### src/rtl/thermal_alarm_pkg.sv
package thermal_alarm_pkg;

  localparam int TEMP_W  = 9;
  localparam int MAX_RUN = 6;
  localparam int RUN_W   = $clog2(MAX_RUN + 1);

  // Values the owning register bank loads at power-up
  localparam logic [TEMP_W-1:0] DEF_TRIP  = 9'h0A0;  // 80.0 C
  localparam logic [TEMP_W-1:0] DEF_HYST  = 9'h096;  // 75.0 C
  localparam logic [1:0]        DEF_QUEUE = 2'b00;

  typedef enum logic [1:0] {
    CLS_NONE = 2'd0,
    CLS_HOT  = 2'd1,
    CLS_COLD = 2'd2
  } sampleClass_t;

  typedef struct packed {
    logic evalEn;     // sample counts this cycle
    logic flushAll;   // mode changed: clear everything
    logic dropLatch;  // clear interrupt latch
    logic readAck;    // host register read seen
    logic intMode;    // current mode
  } alarmStrobe_t;

  function automatic logic [RUN_W-1:0] queueNeed(input logic [1:0] code);
    logic [RUN_W-1:0] need;
    case (code)
      2'b00:   need = RUN_W'(1);
      2'b01:   need = RUN_W'(2);
      2'b10:   need = RUN_W'(4);
      default: need = RUN_W'(MAX_RUN);
    endcase
    return need;
  endfunction

endpackage

### src/rtl/thermal_alarm_ctrl.sv
module thermal_alarm_ctrl
  import thermal_alarm_pkg::*;
(
  input  logic         clk,
  input  logic         rstN,
  input  logic         sampleValid,
  input  logic         cfgShutdown,
  input  logic         cfgIntMode,
  input  logic         regReadPulse,
  output alarmStrobe_t strobe
);

  logic prevMode;
  logic prevShut;
  logic modeFlip;
  logic shutEntry;

  always_ff @(posedge clk or negedge rstN) begin
    if (!rstN) begin
      prevMode <= 1'b0;
      prevShut <= 1'b0;
    end else begin
      prevMode <= cfgIntMode;
      prevShut <= cfgShutdown;
    end
  end

  always_comb begin
    modeFlip         = cfgIntMode != prevMode;
    shutEntry        = cfgShutdown && !prevShut;
    strobe.evalEn    = sampleValid && !cfgShutdown && !modeFlip;
    strobe.flushAll  = modeFlip;
    strobe.dropLatch = modeFlip || (shutEntry && cfgIntMode);
    strobe.readAck   = regReadPulse;
    strobe.intMode   = cfgIntMode;
  end

  AST_SHUT_DROPS: assert property (@(posedge clk) disable iff (!rstN)
    $rose(cfgShutdown) && cfgIntMode |-> strobe.dropLatch)
    else $error("shutdown entry did not drop latch");

  AST_SHUT_NO_EVAL: assert property (@(posedge clk) disable iff (!rstN)
    cfgShutdown |-> !strobe.evalEn)
    else $error("sample evaluated in shutdown");

endmodule

### src/rtl/thermal_alarm_filter.sv
module thermal_alarm_filter
  import thermal_alarm_pkg::*;
#(
  parameter int SAMPLE_W = TEMP_W,
  parameter int CNT_W    = RUN_W
) (
  input  logic                clk,
  input  logic                rstN,
  input  logic                evalEn,
  input  logic                flushRun,
  input  logic [SAMPLE_W-1:0] sampleTemp,
  input  logic [SAMPLE_W-1:0] tripPoint,
  input  logic [SAMPLE_W-1:0] hystPoint,
  input  logic [1:0]          queueCode,
  output logic                qualHot,
  output logic                qualCold
);

  localparam logic [CNT_W-1:0] RUN_CAP = CNT_W'(MAX_RUN);

  sampleClass_t     lastClass;
  sampleClass_t     curClass;
  logic [CNT_W-1:0] runCount;
  logic [CNT_W-1:0] nextRun;
  logic [CNT_W-1:0] need;
  logic             isHot;
  logic             isCold;

  always_comb begin
    isHot  = $signed(sampleTemp) > $signed(tripPoint);
    isCold = $signed(sampleTemp) < $signed(hystPoint);
    if (isHot)       curClass = CLS_HOT;
    else if (isCold) curClass = CLS_COLD;
    else             curClass = CLS_NONE;

    if (curClass == CLS_NONE)       nextRun = '0;
    else if (curClass == lastClass) nextRun = (runCount >= RUN_CAP) ? RUN_CAP : runCount + CNT_W'(1);
    else                            nextRun = CNT_W'(1);

    need     = queueNeed(queueCode);
    qualHot  = evalEn && (curClass == CLS_HOT)  && (nextRun >= need);
    qualCold = evalEn && (curClass == CLS_COLD) && (nextRun >= need);
  end

  always_ff @(posedge clk or negedge rstN) begin
    if (!rstN) begin
      runCount  <= '0;
      lastClass <= CLS_NONE;
    end else if (flushRun) begin
      runCount  <= '0;
      lastClass <= CLS_NONE;
    end else if (evalEn) begin
      runCount  <= nextRun;
      lastClass <= curClass;
    end
  end

  AST_RUN_BOUND: assert property (@(posedge clk) disable iff (!rstN)
    runCount <= RUN_CAP)
    else $error("run counter beyond cap");

  AST_DEEP_QUEUE: assert property (@(posedge clk) disable iff (!rstN)
    qualHot && queueCode == 2'b11 |-> runCount >= RUN_CAP - CNT_W'(1))
    else $error("hot qualified before six samples");

  AST_IDLE_NO_QUAL: assert property (@(posedge clk) disable iff (!rstN)
    !evalEn |=> $stable(runCount) || runCount == '0)
    else $error("run counter moved without a sample");

endmodule

### src/rtl/thermal_alarm_state.sv
module thermal_alarm_state
  import thermal_alarm_pkg::*;
(
  input  logic         clk,
  input  logic         rstN,
  input  alarmStrobe_t strobe,
  input  logic         qualHot,
  input  logic         qualCold,
  input  logic         cfgActiveHigh,
  output logic         alarmLevel,
  output logic         alarmPullLow
);

  logic compState;
  logic intLatch;
  logic armedLow;
  logic intEvent;
  logic alarmActive;

  always_comb begin
    intEvent    = strobe.intMode && ((!armedLow && qualHot) || (armedLow && qualCold));
    alarmActive = strobe.intMode ? intLatch : compState;
    alarmLevel  = cfgActiveHigh ? alarmActive : !alarmActive;
    alarmPullLow = !alarmLevel;
  end

  always_ff @(posedge clk or negedge rstN) begin
    if (!rstN) begin
      compState <= 1'b0;
    end else if (strobe.flushAll) begin
      compState <= 1'b0;
    end else if (!strobe.intMode && qualHot) begin
      compState <= 1'b1;
    end else if (!strobe.intMode && qualCold) begin
      compState <= 1'b0;
    end
  end

  always_ff @(posedge clk or negedge rstN) begin
    if (!rstN) begin
      intLatch <= 1'b0;
      armedLow <= 1'b0;
    end else begin
      if (strobe.dropLatch)    intLatch <= 1'b0;
      else if (intEvent)       intLatch <= 1'b1;
      else if (strobe.readAck) intLatch <= 1'b0;

      if (strobe.flushAll)     armedLow <= 1'b0;
      else if (intEvent)       armedLow <= !armedLow;
    end
  end

  AST_READ_CLEAR: assert property (@(posedge clk) disable iff (!rstN)
    strobe.intMode && strobe.readAck && !qualHot && !qualCold |=> !intLatch)
    else $error("read did not clear interrupt");

  AST_NO_REFIRE: assert property (@(posedge clk) disable iff (!rstN)
    armedLow && !qualCold && !strobe.flushAll |=> armedLow)
    else $error("arming changed without cold crossing");

  AST_HOLD_IDLE: assert property (@(posedge clk) disable iff (!rstN)
    !strobe.evalEn && !strobe.flushAll |=> $stable(compState))
    else $error("thermostat state moved without sample");

  AST_DROP_LATCH: assert property (@(posedge clk) disable iff (!rstN)
    strobe.dropLatch |=> !intLatch)
    else $error("latch survived drop");

  AST_MODE_FLUSH: assert property (@(posedge clk) disable iff (!rstN)
    strobe.flushAll |=> !compState && !intLatch && !armedLow)
    else $error("mode change left state");

endmodule

### src/rtl/thermal_trip_alarm.sv
module thermal_trip_alarm
  import thermal_alarm_pkg::*;
#(
  parameter int SAMPLE_W = TEMP_W
) (
  input  logic                clk,
  input  logic                rstN,
  input  logic                sampleValid,
  input  logic [SAMPLE_W-1:0] sampleTemp,
  input  logic [SAMPLE_W-1:0] tripPoint,
  input  logic [SAMPLE_W-1:0] hystPoint,
  input  logic                cfgShutdown,
  input  logic                cfgIntMode,
  input  logic                cfgActiveHigh,
  input  logic [1:0]          cfgQueueDepth,
  input  logic                regReadPulse,
  output logic                alarmLevel,
  output logic                alarmPullLow
);

  alarmStrobe_t strobe;
  logic         qualHot;
  logic         qualCold;

  thermal_alarm_ctrl u_ctrl (
    .clk          (clk),
    .rstN         (rstN),
    .sampleValid  (sampleValid),
    .cfgShutdown  (cfgShutdown),
    .cfgIntMode   (cfgIntMode),
    .regReadPulse (regReadPulse),
    .strobe       (strobe)
  );

  thermal_alarm_filter #(.SAMPLE_W(SAMPLE_W), .CNT_W(RUN_W)) u_filter (
    .clk        (clk),
    .rstN       (rstN),
    .evalEn     (strobe.evalEn),
    .flushRun   (strobe.flushAll),
    .sampleTemp (sampleTemp),
    .tripPoint  (tripPoint),
    .hystPoint  (hystPoint),
    .queueCode  (cfgQueueDepth),
    .qualHot    (qualHot),
    .qualCold   (qualCold)
  );

  thermal_alarm_state u_state (
    .clk           (clk),
    .rstN          (rstN),
    .strobe        (strobe),
    .qualHot       (qualHot),
    .qualCold      (qualCold),
    .cfgActiveHigh (cfgActiveHigh),
    .alarmLevel    (alarmLevel),
    .alarmPullLow  (alarmPullLow)
  );

  AST_PIN_PAIR: assert property (@(posedge clk) disable iff (!rstN)
    alarmPullLow != alarmLevel)
    else $error("pull-low and level disagree");

endmodule

### config.mk
export PLATFORM = sky130hd
export DESIGN_NAME = thermal_trip_alarm
export DESIGN_NICKNAME = d
export VERILOG_FILES = /design/src/rtl/thermal_alarm_pkg.sv /design/src/rtl/thermal_alarm_ctrl.sv /design/src/rtl/thermal_alarm_filter.sv /design/src/rtl/thermal_alarm_state.sv /design/src/rtl/thermal_trip_alarm.sv
export SDC_FILE = /design/constraint.sdc
export NUM_CORES = 1
export LEC_CHECK = 0
export ABC_AREA = 1
export ABC_CLOCK_PERIOD_IN_PS = 3100
export BUFFER_PORTS_ARGS = -buffer_cell sky130_fd_sc_hd__buf_4
export CORE_UTILIZATION = 50
export CTS_BUF_LIST = sky130_fd_sc_hd__clkbuf_8
export DETAILED_ROUTE_END_ITERATION = 8
export GPL_TIMING_DRIVEN = 1
export PLACE_DENSITY = 0.89
export SYNTH_ARGS = -nofsm -noshare
export SYNTH_HDL_FRONTEND = slang
export SYNTH_SLANG_ARGS = --single-unit
export TNS_END_PERCENT = 100
### constraint.sdc
create_clock -name clk -period 3.1 [get_ports clk]
set_input_delay 0.62 -clock clk [delete_from_list [all_inputs] [get_ports clk]]
set_output_delay 0.62 -clock clk [all_outputs]
set_load 0.02 [all_outputs]
After elaboration in Yosys (flattened, before gate mapping)
Index checks and enable logic that the tools add are counted.

word-level totals
  register bits after elaboration = 10
  input bits = 36
  output and inout port bits = 2
  word-level logic and storage cells = 66

operators by class
  $add $sub $neg = 1
  order comparisons = 4
  equality and inequality tests = 6
  mux-type cells = 20
  reduce and logical (&&, ||, !) cells = 28

operators with widths
  kind                                                 number
  two-way mux 3 bit                                    5
  logical AND 1 bit                                    13
  two-way mux 1 bit                                    10
  > comparator 9 bit                                   1
  less-than comparator 9 bit                           1
  one-hot mux 3 bit (3 select lines)                   1
  two-way mux 2 bit                                    4
  zero test 1 bit                                      7
  nonzero test 3 bit                                   2
  equality test 2 x 1 -> 1 bit, second input constant  2
  equality test 2 bit, second input constant           2
  zero test 2 bit                                      2
  nonzero test 2 bit                                   2
  adder 3 x 1 -> 3 bit, second input constant          1
  >= comparator 3 bit                                  1
  >= comparator 3 bit, second input constant           1
  equality test 2 bit                                  1
  logical OR 1 bit                                     2
  inequality test 1 bit                                1

Depth between registers and ports, before layout
  depth after elaboration = 13
  depth in mapped cells = 24

Hierarchy
From an unflattened synthesis, not the netlist that was laid out.

unflattened totals
  cells, all modules = 206
  area, all modules = 1302.5 sq um

by module, submodules not included
  module                times used  cells an instance  area each (sq um)  seq. area each (sq um)
  thermal_alarm_filter  1           157                970.9              125.1
  thermal_alarm_state   1           30                 201.4              75.1
  thermal_alarm_ctrl    1           19                 130.1              50.0

Least setup slack after synthesis
OpenSTA, ideal clock, no wires.

  path type = input to register
  from = input port tripPoint[8]
  to = register u_state.armedLow
  library setup time = 131 ps
  arrival = 2930 ps
  slack = 38 ps
  stages on the path = 21
  path through = inv_1 -> ha_1 -> nand2_2 -> inv_2 -> a21oi_2 -> nand4_2 -> nand2_4 -> nand2_4 -> nand2_4 -> nand2_2 -> nor2_4 -> nand2_2 -> nor2_1 -> ha_1 -> a21oi_1 -> o21ai_0 -> a31o_2 -> nand3_1 -> clkinv_1 -> nand3_1 -> a21oi_1

on the way
  longest elaborated chain between the ends = 11
  elaborated cells on any way between the ends = 18
  those cells by class = order compare (2); eq/ne (3); mux (3); reduce/logical (10)

ends and longest elaborated chain
  what                                         line                                                    text
  from (decl)                                  thermal_trip_alarm.sv:10                                input logic [SAMPLE_W-1:0] tripPoint,
  > comparator 9 bit *                         thermal_alarm_filter.sv:30                              isHot = $signed(sampleTemp) > $signed(tripPoint);
  two-way mux 2 bit *                          thermal_alarm_filter.sv:32                              if (isHot) curClass = CLS_HOT;
  equality test 2 bit                          thermal_alarm_filter.sv:37                              else if (curClass == lastClass) nextRun = (runCount >= RUN_CAP) ? RUN_CAP : runCount + CNT_W'(1);
  two-way mux 3 bit                            thermal_alarm_filter.sv:37
  two-way mux 3 bit                            thermal_alarm_filter.sv:36                              if (curClass == CLS_NONE) nextRun = '0;
  >= comparator 3 bit                          thermal_alarm_filter.sv:41, thermal_alarm_filter.sv:42
  logical AND 1 bit, on equally long branches  thermal_alarm_filter.sv:41, thermal_alarm_filter.sv:42
  logical AND 1 bit                            thermal_alarm_state.sv:21                               intEvent = strobe.intMode && ((!armedLow && qualHot) || (armedLow && qualCold));
  logical OR 1 bit *                           thermal_alarm_state.sv:21
  logical AND 1 bit *                          thermal_alarm_state.sv:21
  nonzero test 2 bit (no line) *               --
  to (signal assigned)                         thermal_alarm_state.sv:49                               else if (intEvent) armedLow <= !armedLow;
  to (decl)                                    thermal_alarm_state.sv:16                               logic armedLow;

Every way passes the cells marked *; elsewhere a longest branch is shown, timed or not.
A chain may end at the register's enable or synchronous reset.

Worst setup path in the final report
  from = input port tripPoint[4]
  to = register u_state.armedLow

The elaborated chain is that of the path after synthesis.

==> results.md <==
Run status:
- The flow ran to the end, but the final reports show violations.
- The checks that failed: negative setup slack.

Logic synthesis:
- The mapped netlist covers 1270 µm².
- The count of cell types in the netlist is 26.
- Synthesis produced between 150 and 200 cells.
- Sorting the synthesized cells by area gives the leading types as sky130_fd_sc_hd__ha_1 (22%), sky130_fd_sc_hd__dfrtp_1 (20%), sky130_fd_sc_hd__inv_1 (13%).
- In this run, synthesis produced a sequential element count of 10.
- The total nets after synthesis is approximately 240.
- The share of synthesized area in the top cell type comes to 0.217.
- The dominant cell type by area after synthesis is sky130_fd_sc_hd__ha_1.
- The Yosys warning count is 0.
- Among all flip-flop cells after synthesis, the most frequent one is sky130_fd_sc_hd__dfrtp_1.
- Averaged over all synthesized cells, the footprint is approximately 6.9 µm².
- Yosys mapped a number of flops with a built-in enable equal to 0.
- The fraction of registers with async set/reset is 1.00.
- For this run, the register share of the synthesized area comes to 0.197.

Floorplan:
- In this run the count of I/O pins placed on the die edge is 38.
- The effective utilization at floorplan is 0.553.
- The floorplan has 17 rows.
- The die is ~52 µm wide.
- The placeable core region is roughly 2300 µm².
- The die is around 52 µm tall.
- The die covers ~2700 µm².

Clocking:
- The CTS tree is built.
- Clock latency on the worst-skew pair, taken at its later pin, is roughly 240 ps.
- The total number of clock tree sinks is 10.
- CTS placed an instance of sky130_fd_sc_hd__clkbuf_8 at the clock tree root.
- The clock transition at the registers of the reported paths is about 50 ps.
- The number of levels the H-tree was split into is 1.
- The maximum clock path buffer count is 2.
- Buffers inserted to repair hold after CTS numbered 0.
- The number of buffers added by the clock tree synthesis step is 3.

Global routing:
- The number of global-route vias before repair came to around 1.3k.
- Entering global routing, the biggest net connects 11 pins.
- The initial antenna violation count is 0.
- Across every metal layer, demand over resource in global routing totals 0.251.
- The first-pass GRT wire length is roughly 5000 µm.
- The remaining global-route overflow is 0.

Power and ir drop:
- The post-layout total power is 0.638 mW.
- Of the total power, the share spent switching nets is 0.372.
- The maximum resistive drop on vdd is ~380 µV.
- In this run the power density over the cells is 317 nW/µm².
- Summed over all nets, the switching power comes to 0.237 mW.
- The share of power burned in combinational logic is 0.517.
- The internal power summed over all cells is between 0.4 and 0.5 mW.
- The analysis attributes to cell leakage a power of 1.07 nW.
- The relative contribution of the clock network to total power is 0.261.
- Of the total power, registers draw 0.222.

Finish:
- Compared with the post-synthesis result, the final layout area differs by 58.4%.
- The proportion of layout cells with a drive suffix above 1 is 0.510.
- The number of antenna diodes is 0.
- The finished layout holds 267 standard cells, fillers aside.
- After the last flow step, the layout net total stands at around 300.

Setup path:
- The critical path class is in2reg.
- The kind of end point of the critical path is a flop.
- The worst setup path is launched from an input pin.
- The critical path required time is between 3000 and 4000 ps.
- The arrival time at the worst endpoint is approximately 3500 ps.
- Of all nets on the critical path, the largest fanout is 5.

Placed design:
- The last weighted congestion value of the routability-driven placer is between 0.8 and 0.9.
- The HPWL after detailed placement is ~2400 µm.
- The count of placed standard cells including taps is 258.
- The total of buffers placed on input and output ports is 37.

Run:
- Max-cap violations in this run came to 0.

Detailed routing:
- Dividing the detail-routed wire length by the instance count gives between 15 and 20 µm.
- The sum of routed wire length over all layers is about 4700 µm.
- The post-detailed-route DRC marker count is 0.
- The number of nets with antenna violations after detailed routing is 0.
- The starting DRC count in detailed routing is just over 90.
- The per-cell via count in the routed design is between 5 and 6.
- The overall via count from detail_route is about 1.5k.
- The first-pass iteration count of the detailed router is 5.

STA:
- The maximum clock frequency is 300 MHz.
- The number of pins exceeding their max-slew limit in the final report is 0.
- Setup repair after global routing could not meet its margin everywhere.
- Hold is met by roughly 200 ps.
- The number of hold-slack violations in the final timing report is 0.
- In the post-route analysis, the smallest setup slack over all paths is -235 ps.
- For the pin with the worst max-slew slack, the measured transition is 521 ps.
- Summed over all failing endpoints, the final setup total negative slack is -510 ps.
- The portion of the clock cycle consumed by the worst path in the final layout is 1.08.
- The final critical delay including setup and external delays is 3330 ps.
- The relative slew slack is 0.649.
- On the final layout, the worst clock skew is ~4.1 ps.
- The count of endpoints failing setup in the final report is 3.

Min path:
- The path class of the lowest-slack min-delay path is in2async.
-- power groups by stage --
stage | sequential (mW) | clock (mW) | combinational, mW
floorplan | 0.142 | 0 | 0.138
global placement | 0.143 | 0 | 0.223
detailed placement | 0.143 | 0 | 0.236
CTS | 0.141 | 0.165 | 0.242
global route | 0.141 | 0.176 | 0.353
finish | 0.141 | 0.167 | 0.330
-- cell usage in the layout, fill, tap and decap left out, drive strengths merged --
cell type,n
xor2,2
a31oi,1
nor3,1
inv,49
clkbuf,4
a21o,1
nor2,10
a21oi,7
o22ai,2
nand3,11
ha,22
dfrtp,10
nand4,7
buf,51
or3,1
nand2,52
o21ai,7
a31o,1
-- what timing repair did --
item	CTS	global route
buffers inserted	1	4
endpoints found under the setup margin	3	3
resized for setup	3	54
pin swaps	4	31
-- state kept, by name, indices dropped and copies added (netlist names) --
name,flops
u_state.compState,1
u_ctrl.prevShut,1
u_filter.runCount,3
u_state.intLatch,1
u_ctrl.prevMode,1
u_state.armedLow,1
u_filter.lastClass,2
-- through the flow --
step / area [µm²] / utilization / worst slack, ps
3_5_place_dp: 1650 / 0.719 / -308
3_3_place_gp: 1650 / 0.719 / -153
6_report: 2010 / 0.876 / -235
4_1_cts: 1720 / 0.751 / 0.686
2_1_floorplan: 1270 / - / 38.3
5_1_grt: 2010 / 0.876 / -362
-- path summary, 6_finish.rpt --
| kind | slack (ps) | endpoint | start | cells after the start |
|---|---|---|---|---|
| setup / recovery | -230 | u_state.armedLow | tripPoint[4] | 22 |
| setup reg to reg | 330 | u_state.armedLow | u_filter.runCount[0] | 12 |
| max in group asynchronous | 2760 | u_state.compState | rstN | 1 |
| hold / removal | 200 | u_state.intLatch | rstN | 1 |
| hold reg to reg | 520 | u_state.intLatch | u_state.intLatch | 2 |
| min in group clk | 490 | u_ctrl.prevShut | cfgShutdown | 1 |
-- routing by layer --
metal  GRT usage  share of wire
met1       0.269           0.36
met3      0.0754          0.090
met2       0.447           0.50
met5           0              0
met4       0.110          0.052
-- cell type report --
cell class                 instances  area (µm²)
clock buffer                       4        55.1
fill                             108         284
inverter                          49         189
multi-input combinational        125        1090
sequential                        10         250
tap                               28        35.0
timing repair buffer              51         394
-- Yosys cell counts (all sizes together) (2+ instances only) --
cell	count
nand3	11
xor2	2
a21oi	7
nand4	7
nor2	10
nand2	52
o21ai	7
o22ai	2
ha	22
inv	48
dfrtp	10
-- logic make-up (layout without fill, tap and decap cells) --
logic type      count (synthesis)  after routing  share of synthesized area
xor+xnor                        2              2                     0.0138
fa+ha+maj                      22             22                      0.217
simple gates                   82             82                      0.340
flops                          10             10                      0.197
compound gates                 19             19                     0.0886
buf+inv                        49            104                      0.145
-- worst max-delay path, stage by stage --
cell	delay, ps
sky130_fd_sc_hd__buf_4	110
sky130_fd_sc_hd__inv_2	60
sky130_fd_sc_hd__ha_4	210
sky130_fd_sc_hd__a21oi_1	220
sky130_fd_sc_hd__nand2_1	110
sky130_fd_sc_hd__nand2_2	120
sky130_fd_sc_hd__nand3_2	110
sky130_fd_sc_hd__nand2_4	100
sky130_fd_sc_hd__nand2_4	80
sky130_fd_sc_hd__nand2_2	90
sky130_fd_sc_hd__nand2_2	70
sky130_fd_sc_hd__inv_2	70
sky130_fd_sc_hd__nor2_4	40
sky130_fd_sc_hd__nand2_2	90
sky130_fd_sc_hd__nor2_2	40
sky130_fd_sc_hd__ha_1	330
sky130_fd_sc_hd__nand2_1	110
sky130_fd_sc_hd__o21ai_2	130
sky130_fd_sc_hd__a31o_2	140
sky130_fd_sc_hd__nand4_1	200
sky130_fd_sc_hd__o21ai_1	280
sky130_fd_sc_hd__a21oi_1	110
Power figures use the tool's default switching activity.
